$ cat config.mk
export PLATFORM = sky130hd
export DESIGN_NAME = i2c_addr_recognizer
export DESIGN_NICKNAME = d
export VERILOG_FILES = /design/src/rtl/i2c_rcg_pkg.sv /design/src/rtl/i2c_rcg_line_cond.sv /design/src/rtl/i2c_rcg_framer.sv /design/src/rtl/i2c_rcg_prio_enc.sv /design/src/rtl/i2c_rcg_addr_cmp.sv /design/src/rtl/i2c_addr_recognizer.sv
export SDC_FILE = /design/constraint.sdc
export NUM_CORES = 1
export LEC_CHECK = 0
export ABC_AREA = 1
export ABC_CLOCK_PERIOD_IN_PS = 1540
export BUFFER_PORTS_ARGS = -buffer_cell sky130_fd_sc_hd__buf_4
export CORE_UTILIZATION = 30
export CTS_BUF_LIST = sky130_fd_sc_hd__clkbuf_8
export CTS_CLUSTER_DIAMETER = 80
export DETAILED_ROUTE_END_ITERATION = 7
export PLACE_DENSITY = 0.46
export RECOVER_POWER = 50
export SYNTH_ARGS = -nofsm -noshare
export SYNTH_HDL_FRONTEND = slang
export SYNTH_HIERARCHICAL = 1
export SYNTH_SLANG_ARGS = --single-unit
$ cat constraint.sdc
create_clock -name clk -period 1.54 [get_ports clk]
set_input_delay 0.308 -clock clk [delete_from_list [all_inputs] [get_ports clk]]
set_output_delay 0.308 -clock clk [all_outputs]
set_load 0.03 [all_outputs]
$ cat src/rtl/i2c_rcg_pkg.sv
package i2c_rcg_pkg;

   // Target selector of the configuration write port.
   typedef enum logic {
      CFG_ADDR = 1'b0,
      CFG_MASK = 1'b1
   } cfg_tgt_e;

   // Defaults shared by the top module and its sub-blocks.
   localparam int DEF_NUM_SLOTS   = 4;
   localparam int DEF_ADDR_W      = 7;
   localparam int DEF_SYNC_STAGES = 2;

endpackage

$ cat src/rtl/i2c_rcg_line_cond.sv
// Synchronizes SCL/SDA and derives the rising-clock, START and STOP events.
module i2c_rcg_line_cond #(
   parameter int SYNC_STAGES = 2
) (
   input  logic clk,
   input  logic rst_n,
   input  logic scl_in,
   input  logic sda_in,
   output logic sda_s,
   output logic scl_rise,
   output logic start_det,
   output logic stop_det
);
   // Index 1 is SCL, index 0 is SDA; one extra stage keeps the previous sample.
   localparam int CHAIN = SYNC_STAGES + 1;

   logic [CHAIN-1:0][1:0] chain_q;

   always_ff @(posedge clk or negedge rst_n) begin
      if (!rst_n) begin
         chain_q <= '1;                 // idle bus is high on both lines
      end else begin
         chain_q[0] <= {scl_in, sda_in};
         for (int k = 1; k < CHAIN; k++) begin
            chain_q[k] <= chain_q[k-1];
         end
      end
   end

   logic scl_now, scl_prev, sda_prev;
   assign scl_now  = chain_q[SYNC_STAGES-1][1];
   assign sda_s    = chain_q[SYNC_STAGES-1][0];
   assign scl_prev = chain_q[SYNC_STAGES][1];
   assign sda_prev = chain_q[SYNC_STAGES][0];

   assign scl_rise  = scl_now & ~scl_prev;
   assign start_det = scl_now & scl_prev &  sda_prev & ~sda_s;
   assign stop_det  = scl_now & scl_prev & ~sda_prev &  sda_s;

endmodule

$ cat src/rtl/i2c_rcg_framer.sv
// Bit counter, receive shift register, data buffer and address-byte strobe.
module i2c_rcg_framer #(
   parameter int BYTE_W = 8
) (
   input  logic              clk,
   input  logic              rst_n,
   input  logic              sda_s,
   input  logic              scl_rise,
   input  logic              start_det,
   input  logic              stop_det,
   output logic              in_frame,
   output logic              addr_stb,
   output logic [BYTE_W-1:0] addr_byte,
   output logic [BYTE_W-1:0] rx_buf
);
   localparam int CNT_W = $clog2(BYTE_W + 1);
   localparam logic [CNT_W-1:0] LAST_DATA = CNT_W'(BYTE_W - 1);
   localparam logic [CNT_W-1:0] ACK_SLOT  = CNT_W'(BYTE_W);

   logic [CNT_W-1:0]  bit_cnt;
   logic [BYTE_W-1:0] shreg;
   logic              first_byte;
   logic [BYTE_W-1:0] shifted;

   assign shifted = {shreg[BYTE_W-2:0], sda_s};

   always_ff @(posedge clk or negedge rst_n) begin
      if (!rst_n) begin
         bit_cnt    <= '0;
         shreg      <= '0;
         first_byte <= 1'b0;
         in_frame   <= 1'b0;
         addr_stb   <= 1'b0;
         addr_byte  <= '0;
         rx_buf     <= '0;
      end else begin
         addr_stb <= 1'b0;
         if (start_det) begin
            in_frame   <= 1'b1;
            first_byte <= 1'b1;
            bit_cnt    <= '0;
         end else if (stop_det) begin
            in_frame   <= 1'b0;
            first_byte <= 1'b0;
            bit_cnt    <= '0;
         end else if (scl_rise && in_frame) begin
            if (bit_cnt == ACK_SLOT) begin
               // acknowledge bit clocked: data bits move to the buffer
               rx_buf     <= shreg;
               bit_cnt    <= '0;
               first_byte <= 1'b0;
            end else begin
               shreg   <= shifted;
               bit_cnt <= bit_cnt + 1'b1;
               if (bit_cnt == LAST_DATA && first_byte) begin
                  addr_stb  <= 1'b1;
                  addr_byte <= shifted;
               end
            end
         end
      end
   end

endmodule

$ cat src/rtl/i2c_rcg_prio_enc.sv
// Lowest-index-wins priority encoder.
module i2c_rcg_prio_enc #(
   parameter int N = 4,
   localparam int W = (N > 1) ? $clog2(N) : 1
) (
   input  logic [N-1:0] req,
   output logic         any,
   output logic [W-1:0] idx
);
   always_comb begin
      idx = '0;
      for (int i = N - 1; i >= 0; i--) begin
         if (req[i]) idx = W'(i);
      end
   end

   assign any = |req;

endmodule

$ cat src/rtl/i2c_rcg_addr_cmp.sv
// Parallel masked comparison of the received address against every slot.
module i2c_rcg_addr_cmp #(
   parameter int NUM_SLOTS = 4,
   parameter int ADDR_W    = 7,
   localparam int BYTE_W   = ADDR_W + 1,
   localparam int SLOT_W   = $clog2(NUM_SLOTS)
) (
   input  logic [ADDR_W-1:0]                 rx_addr,
   input  logic [NUM_SLOTS-1:0][BYTE_W-1:0]  adr_regs,
   input  logic [NUM_SLOTS-1:0][ADDR_W-1:0]  msk_regs,
   output logic                              hit,
   output logic                              is_gc,
   output logic [SLOT_W-1:0]                 hit_idx
);
   logic [NUM_SLOTS-1:0] slot_hit;
   logic [NUM_SLOTS-1:0] slot_gc;
   logic [NUM_SLOTS-1:0] cand;

   genvar s;
   generate
      for (s = 0; s < NUM_SLOTS; s++) begin : g_slot
         logic [ADDR_W-1:0] slot_adr;
         logic [ADDR_W-1:0] diff;
         assign slot_adr    = adr_regs[s][BYTE_W-1:1];
         assign diff        = (rx_addr ^ slot_adr) & ~msk_regs[s];
         assign slot_hit[s] = (slot_adr != '0) && (diff == '0);
         assign slot_gc[s]  = adr_regs[s][0];
      end
   endgenerate

   // the general-call address bypasses the masks entirely
   assign is_gc = (rx_addr == '0);
   assign cand  = is_gc ? slot_gc : slot_hit;

   i2c_rcg_prio_enc #(.N(NUM_SLOTS)) u_prio (
      .req (cand),
      .any (hit),
      .idx (hit_idx)
   );

endmodule

$ cat src/rtl/i2c_addr_recognizer.sv
module i2c_addr_recognizer
   import i2c_rcg_pkg::*;
#(
   parameter int NUM_SLOTS   = DEF_NUM_SLOTS,
   parameter int ADDR_W      = DEF_ADDR_W,
   parameter int SYNC_STAGES = DEF_SYNC_STAGES,
   localparam int BYTE_W     = ADDR_W + 1,
   localparam int SLOT_W     = $clog2(NUM_SLOTS)
) (
   input  logic              clk,
   input  logic              rst_n,
   input  logic              scl_in,
   input  logic              sda_in,
   input  logic              cfg_we,
   input  logic              cfg_is_mask,
   input  logic [SLOT_W-1:0] cfg_slot,
   input  logic [BYTE_W-1:0] cfg_wdata,
   output logic              addr_match,
   output logic [SLOT_W-1:0] match_idx,
   output logic              gc_match,
   output logic              rw_bit,
   output logic [BYTE_W-1:0] rx_buf
);
   // ---------------- elaboration-time parameter checks ----------------
   generate
      if (NUM_SLOTS < 2) begin : g_bad_slots
         $error("NUM_SLOTS must be at least 2");
      end
      if (ADDR_W < 2) begin : g_bad_addr
         $error("ADDR_W must be at least 2");
      end
      if (SYNC_STAGES < 2) begin : g_bad_sync
         $error("SYNC_STAGES must be at least 2");
      end
   endgenerate

   // ---------------- configuration registers ----------------
   logic [NUM_SLOTS-1:0][BYTE_W-1:0] adr_q;
   logic [NUM_SLOTS-1:0][ADDR_W-1:0] msk_q;
   cfg_tgt_e cfg_tgt;

   assign cfg_tgt = cfg_tgt_e'(cfg_is_mask);

   always_ff @(posedge clk or negedge rst_n) begin
      if (!rst_n) begin
         adr_q <= '0;
         msk_q <= '0;
      end else if (cfg_we && (int'(cfg_slot) < NUM_SLOTS)) begin
         if (cfg_tgt == CFG_MASK) msk_q[cfg_slot] <= cfg_wdata[BYTE_W-1:1];
         else                     adr_q[cfg_slot] <= cfg_wdata;
      end
   end

   // ---------------- bus front end and framing ----------------
   logic sda_s, scl_rise, start_det, stop_det;

   i2c_rcg_line_cond #(.SYNC_STAGES(SYNC_STAGES)) u_line (
      .clk       (clk),
      .rst_n     (rst_n),
      .scl_in    (scl_in),
      .sda_in    (sda_in),
      .sda_s     (sda_s),
      .scl_rise  (scl_rise),
      .start_det (start_det),
      .stop_det  (stop_det)
   );

   logic              fr_in_frame;
   logic              fr_addr_stb;
   logic [BYTE_W-1:0] fr_addr_byte;

   i2c_rcg_framer #(.BYTE_W(BYTE_W)) u_frm (
      .clk       (clk),
      .rst_n     (rst_n),
      .sda_s     (sda_s),
      .scl_rise  (scl_rise),
      .start_det (start_det),
      .stop_det  (stop_det),
      .in_frame  (fr_in_frame),
      .addr_stb  (fr_addr_stb),
      .addr_byte (fr_addr_byte),
      .rx_buf    (rx_buf)
   );

   // ---------------- address decision ----------------
   logic              cmp_hit, cmp_gc;
   logic [SLOT_W-1:0] cmp_idx;

   i2c_rcg_addr_cmp #(.NUM_SLOTS(NUM_SLOTS), .ADDR_W(ADDR_W)) u_cmp (
      .rx_addr  (fr_addr_byte[BYTE_W-1:1]),
      .adr_regs (adr_q),
      .msk_regs (msk_q),
      .hit      (cmp_hit),
      .is_gc    (cmp_gc),
      .hit_idx  (cmp_idx)
   );

   always_ff @(posedge clk or negedge rst_n) begin
      if (!rst_n) begin
         addr_match <= 1'b0;
         match_idx  <= '0;
         gc_match   <= 1'b0;
         rw_bit     <= 1'b0;
      end else if (fr_addr_stb) begin
         addr_match <= cmp_hit;
         gc_match   <= cmp_hit & cmp_gc;
         match_idx  <= cmp_hit ? cmp_idx : '0;
         rw_bit     <= fr_addr_byte[0];
      end else begin
         addr_match <= 1'b0;
      end
   end

endmodule

==> impl_metrics.env <==
export IMPL_max_freq_ghz=0.613
export IMPL_failed_checks="setup timing"
export IMPL_maximum_number_of_pins_on_one_net_before_global_route_repair=59
export IMPL_syn_inst=661
export IMPL_cts_inserted_buffers=9
export IMPL_global_route_wire_length_before_repair_um=23100
export IMPL_clock_insertion_delay_at_the_later_pin_of_the_skew_report_ns=0.40
export IMPL_critPathLaunchType="flip-flop"
export IMPL_area_delta_synth_final_pct=25.5
export IMPL_finClkSkew_ns=0.0118
export IMPL_clk_transition_reported_paths_ns=0.11
export IMPL_number_of_synthesized_flops_with_an_enable_pin=0
export IMPL_cts_root_buf="sky130_fd_sc_hd__clkbuf_8"
export IMPL_core_area_um2=16500
export IMPL_final_worst_path_cycle_share=1.06
export IMPL_vdd_drop_max_v=0.000508
export IMPL_switching_share=0.354
export IMPL_syn_avg_cell_area_um2=7.65
export IMPL_worst_slew_pin_slew_ns=0.784
export IMPL_finalSetupViolations=18
export IMPL_dr_total_vias=4360
export IMPL_critical_path_cell_chain="inv_4 > nand3_4 > nor2_4 > buf_4 > nand2_1 > nand2_2 > inv_2 > buf_4 > a21oi_2 > nand2_1 > o21ai_0"
export IMPL_maxCapViolCount=0
export IMPL_timing_hold_worst_class="primary input to flip-flop"
export IMPL_final_util=0.384
export IMPL_hold_viol=0
export IMPL_ctsHtreeMaxLevel=3
export IMPL_routed_wirelength_um=14300
export IMPL_tritoncts_num_sinks=102
export IMPL_avgViaCountPerCell=4.53
export IMPL_min_from="cfg_wdata[0]"
export IMPL_drcViolationCount=0
export IMPL_max_stage_delay_ns=0.49
export IMPL_power_density_nw_per_um2=1100
export IMPL_antenna_found_initial=0
export IMPL_numPlacedInstances=924
export IMPL_share_clk_of_total_power=0.243
export IMPL_slew_limit_headroom=0.478
export IMPL_detail_route_iter0_violations=270
export IMPL_post_synth_instance_area_um2=5060
export IMPL_cp_data_arrival_time_ns=1.95
export IMPL_post_dp_hpwl_um=10500
export IMPL_cpMaxStageDelayCell="sky130_fd_sc_hd__dfrtp_2"
export IMPL_outcome="finished with violations"
export IMPL_crit_type="flip-flop to flip-flop"
export IMPL_die_h_um=132
export IMPL_setup_worst_path_end_class="flip-flop"
export IMPL_wl_met2_um=6860
export IMPL_layout_cells_non_filler=962
export IMPL_synth_top_cell_by_area="sky130_fd_sc_hd__dfrtp_1"
export IMPL_share_seq_of_total_power=0.506
export IMPL_port_buffer_count=28
export IMPL_topRoutingLayerUsed="met4"
export IMPL_nNetsFinal=755
export IMPL_yosysMostFrequentCell="sky130_fd_sc_hd__nand2_1"
export IMPL_io_pins=29
export IMPL_cts_tree="yes"
export IMPL_synth_top_cells_by_area="sky130_fd_sc_hd__dfrtp_1 48%, sky130_fd_sc_hd__nand2_1 21%, sky130_fd_sc_hd__nand3_1 7.9%, sky130_fd_sc_hd__inv_1 5.8%, sky130_fd_sc_hd__dfstp_2 3.1%"
export IMPL_rows=47
export IMPL_worstReg2RegEnd="match_idx[1]"
export IMPL_gpl_final_weighted_congestion=0.881
export IMPL_post_drt_wl_per_cell_um=14.9
export IMPL_yosys_most_used_dff="sky130_fd_sc_hd__dfrtp_1"
export IMPL_hold_end="adr_q[24]"
export IMPL_worst_slack_ns=-0.0921
export IMPL_postSynth_asyncResetShare=1.00
export IMPL_postSynthRegisterBits=102
export IMPL_leakage_nw=3.33
export IMPL_fin_crit_ns=1.63
export IMPL_cell_internal_pwr_mw=4.50
export IMPL_combPwrFrac=0.251
export IMPL_grt_remaining_overflow=0
export IMPL_most_frequent_cells_after_synthesis="282 x sky130_fd_sc_hd__nand2_1, 96 x sky130_fd_sc_hd__dfrtp_1, 80 x sky130_fd_sc_hd__nand3_1"
export IMPL_number_of_warnings_printed_during_yosys_synthesis=6
export IMPL_grt_setup_unrepaired="true"
export IMPL_min_path_cells=3
export IMPL_finalMaxSlewViolations=0
export IMPL_diodes=0
export IMPL_detailedRoute_firstPassIterationCount=4
export IMPL_ys_types=28
export IMPL_m1WireLength_um=6470
export IMPL_power_switching_mw=2.47
export IMPL_cpLargestDelayFamily="flip-flops"
export IMPL_initial_core_util=0.306
export IMPL_globalRouteTotalUtil=0.174
export IMPL_ctsLongestPathBuffers=2
export IMPL_synth_largest_type_area_fraction=0.475
export IMPL_first_global_vias=4390
export IMPL_worstPathMaxFanout=6
export IMPL_syn_nets=679
export IMPL_layout_cell_share_with_drive_strength_beyond_1=0.268
export IMPL_remaining_antenna_violation_count=0
export IMPL_synth_yosys_seq_area_share=0.506
export IMPL_die_footprint_um2=17400
export IMPL_critical_path_buf_inv_count=4
export IMPL_met3_wirelength_um=537
export IMPL_critical_path_required_ns=1.86
export IMPL_r2r_setup_slack_ns=-0.09
export IMPL_regToRegStartpoint="u_frm/addr_byte[3]"
export IMPL_fp_dieW_um=132
export IMPL_rr_worst_depth=11
[what timing repair did]
action,CTS,global route
resized for setup,13,81
pin swaps,11,31
hold buffers,3,0
buffers inserted,3,12
hold endpoints to repair,98,0
cloned,0,4
setup endpoints to repair,23,34
[metrics by stage]
step	cell area, um2	TNS, ns	total power, mW	setup slack, ns	hold WS, ns
finish	6350	-0.601	6.97	-0.0921	0.168
CTS	5990	-0.376	6.86	-0.112	0.143
global placement	5700	-1.32	5.08	-0.167	0.129
floorplan	5060	0	4.52	0.0642	0.0124
global route	6350	-3.47	7.45	-0.243	0.170
detailed placement	5700	-1.51	5.12	-0.187	0.131
[power groups by stage]
| stage | Sequential (mW) | Clock (mW) | Combinational [mW] |
|---|---|---|---|
| finish | 3.53 | 1.69 | 1.75 |
| global route | 3.59 | 1.86 | 2.00 |
| CTS | 3.50 | 1.77 | 1.59 |
| detailed placement | 3.55 | 0 | 1.56 |
| global placement | 3.55 | 0 | 1.53 |
| floorplan | 3.44 | 0 | 1.08 |
[worst max path at each step]
stage | startpoint | end | cells after the start
after floorplan | u_frm/addr_byte[6] | gc_match | 12
after global placement | u_frm/addr_byte[3] | gc_match | 13
after detailed placement | u_frm/addr_byte[3] | gc_match | 12
after CTS | u_frm/addr_byte[3] | gc_match | 12
after global routing | u_frm/addr_byte[1] | gc_match | 12
final | u_frm/addr_byte[3] | match_idx[1] | 11
[cell usage in the layout (no fill, tap or decap), types with 2 or more instances in the layout]
master and instances:
sky130_fd_sc_hd__nor2_4 6, sky130_fd_sc_hd__nor2_2 12, sky130_fd_sc_hd__dfrtp_1 93, sky130_fd_sc_hd__nand2_1 251, sky130_fd_sc_hd__buf_4 57, sky130_fd_sc_hd__nand3_4 3
sky130_fd_sc_hd__nand2_2 31, sky130_fd_sc_hd__dfrtp_2 3, sky130_fd_sc_hd__a21oi_1 3, sky130_fd_sc_hd__o21ai_0 3, sky130_fd_sc_hd__a21oi_2 3, sky130_fd_sc_hd__nor2_8 2
sky130_fd_sc_hd__clkbuf_8 11, sky130_fd_sc_hd__nand2_4 4, sky130_fd_sc_hd__dfstp_1 2, sky130_fd_sc_hd__o21bai_1 2, sky130_fd_sc_hd__nand2_8 4, sky130_fd_sc_hd__o21ai_2 14
sky130_fd_sc_hd__nand3b_1 7, sky130_fd_sc_hd__dfstp_2 4, sky130_fd_sc_hd__inv_2 15, sky130_fd_sc_hd__nand3_1 76, sky130_fd_sc_hd__clkbuf_4 3, sky130_fd_sc_hd__inv_6 3
sky130_fd_sc_hd__dlygate4sd3_1 3, sky130_fd_sc_hd__nand3_2 5, sky130_fd_sc_hd__nor2_1 26, sky130_fd_sc_hd__o21ai_1 4, sky130_fd_sc_hd__inv_1 69, sky130_fd_sc_hd__buf_6 14
[cell type report]
cell class / instances / area (um2)
fillers: 1688 / 10200
repair buffers: 79 / 662
inverters: 85 / 322
clock buffers: 11 / 151
clock inverters: 5 / 40.0
multi-input cells: 460 / 2330
well taps: 220 / 275
flip-flops and latches: 102 / 2560
[layer usage]
layer / track usage / vias up
met5: 0 / -
met3: 0.0400 / 21
met1: 0.221 / 2092
met2: 0.284 / 64
li1: - / 2183
met4: 0.0711 / 0
[sequential cells by signal, summed over array words and instances (netlist names), 2 cells and up]
name / flops
u_frm/rx_buf: 8
match_idx: 2
u_frm/shreg: 8
u_line/chain_q: 5
msk_q: 28
u_frm/addr_byte: 8
u_frm/bit_cnt: 4
adr_q: 32
[worst min-delay path, delay by kind of cell]
family,cells,cell delay [ns]
buf+inv,1,0.12
simple gates,2,0.10
[cells by family after synthesis]
kind of cell               Yosys count  synth area share
DFF                                102             0.506
buffers and inverters              102            0.0839
and+or+nand+nor                    425             0.361
xor gates and xnor gates             1           0.00173
AOI/OAI and AO/OA                   29            0.0423
adders and majority gates            2           0.00495
(Power assumes the default switching activity.)
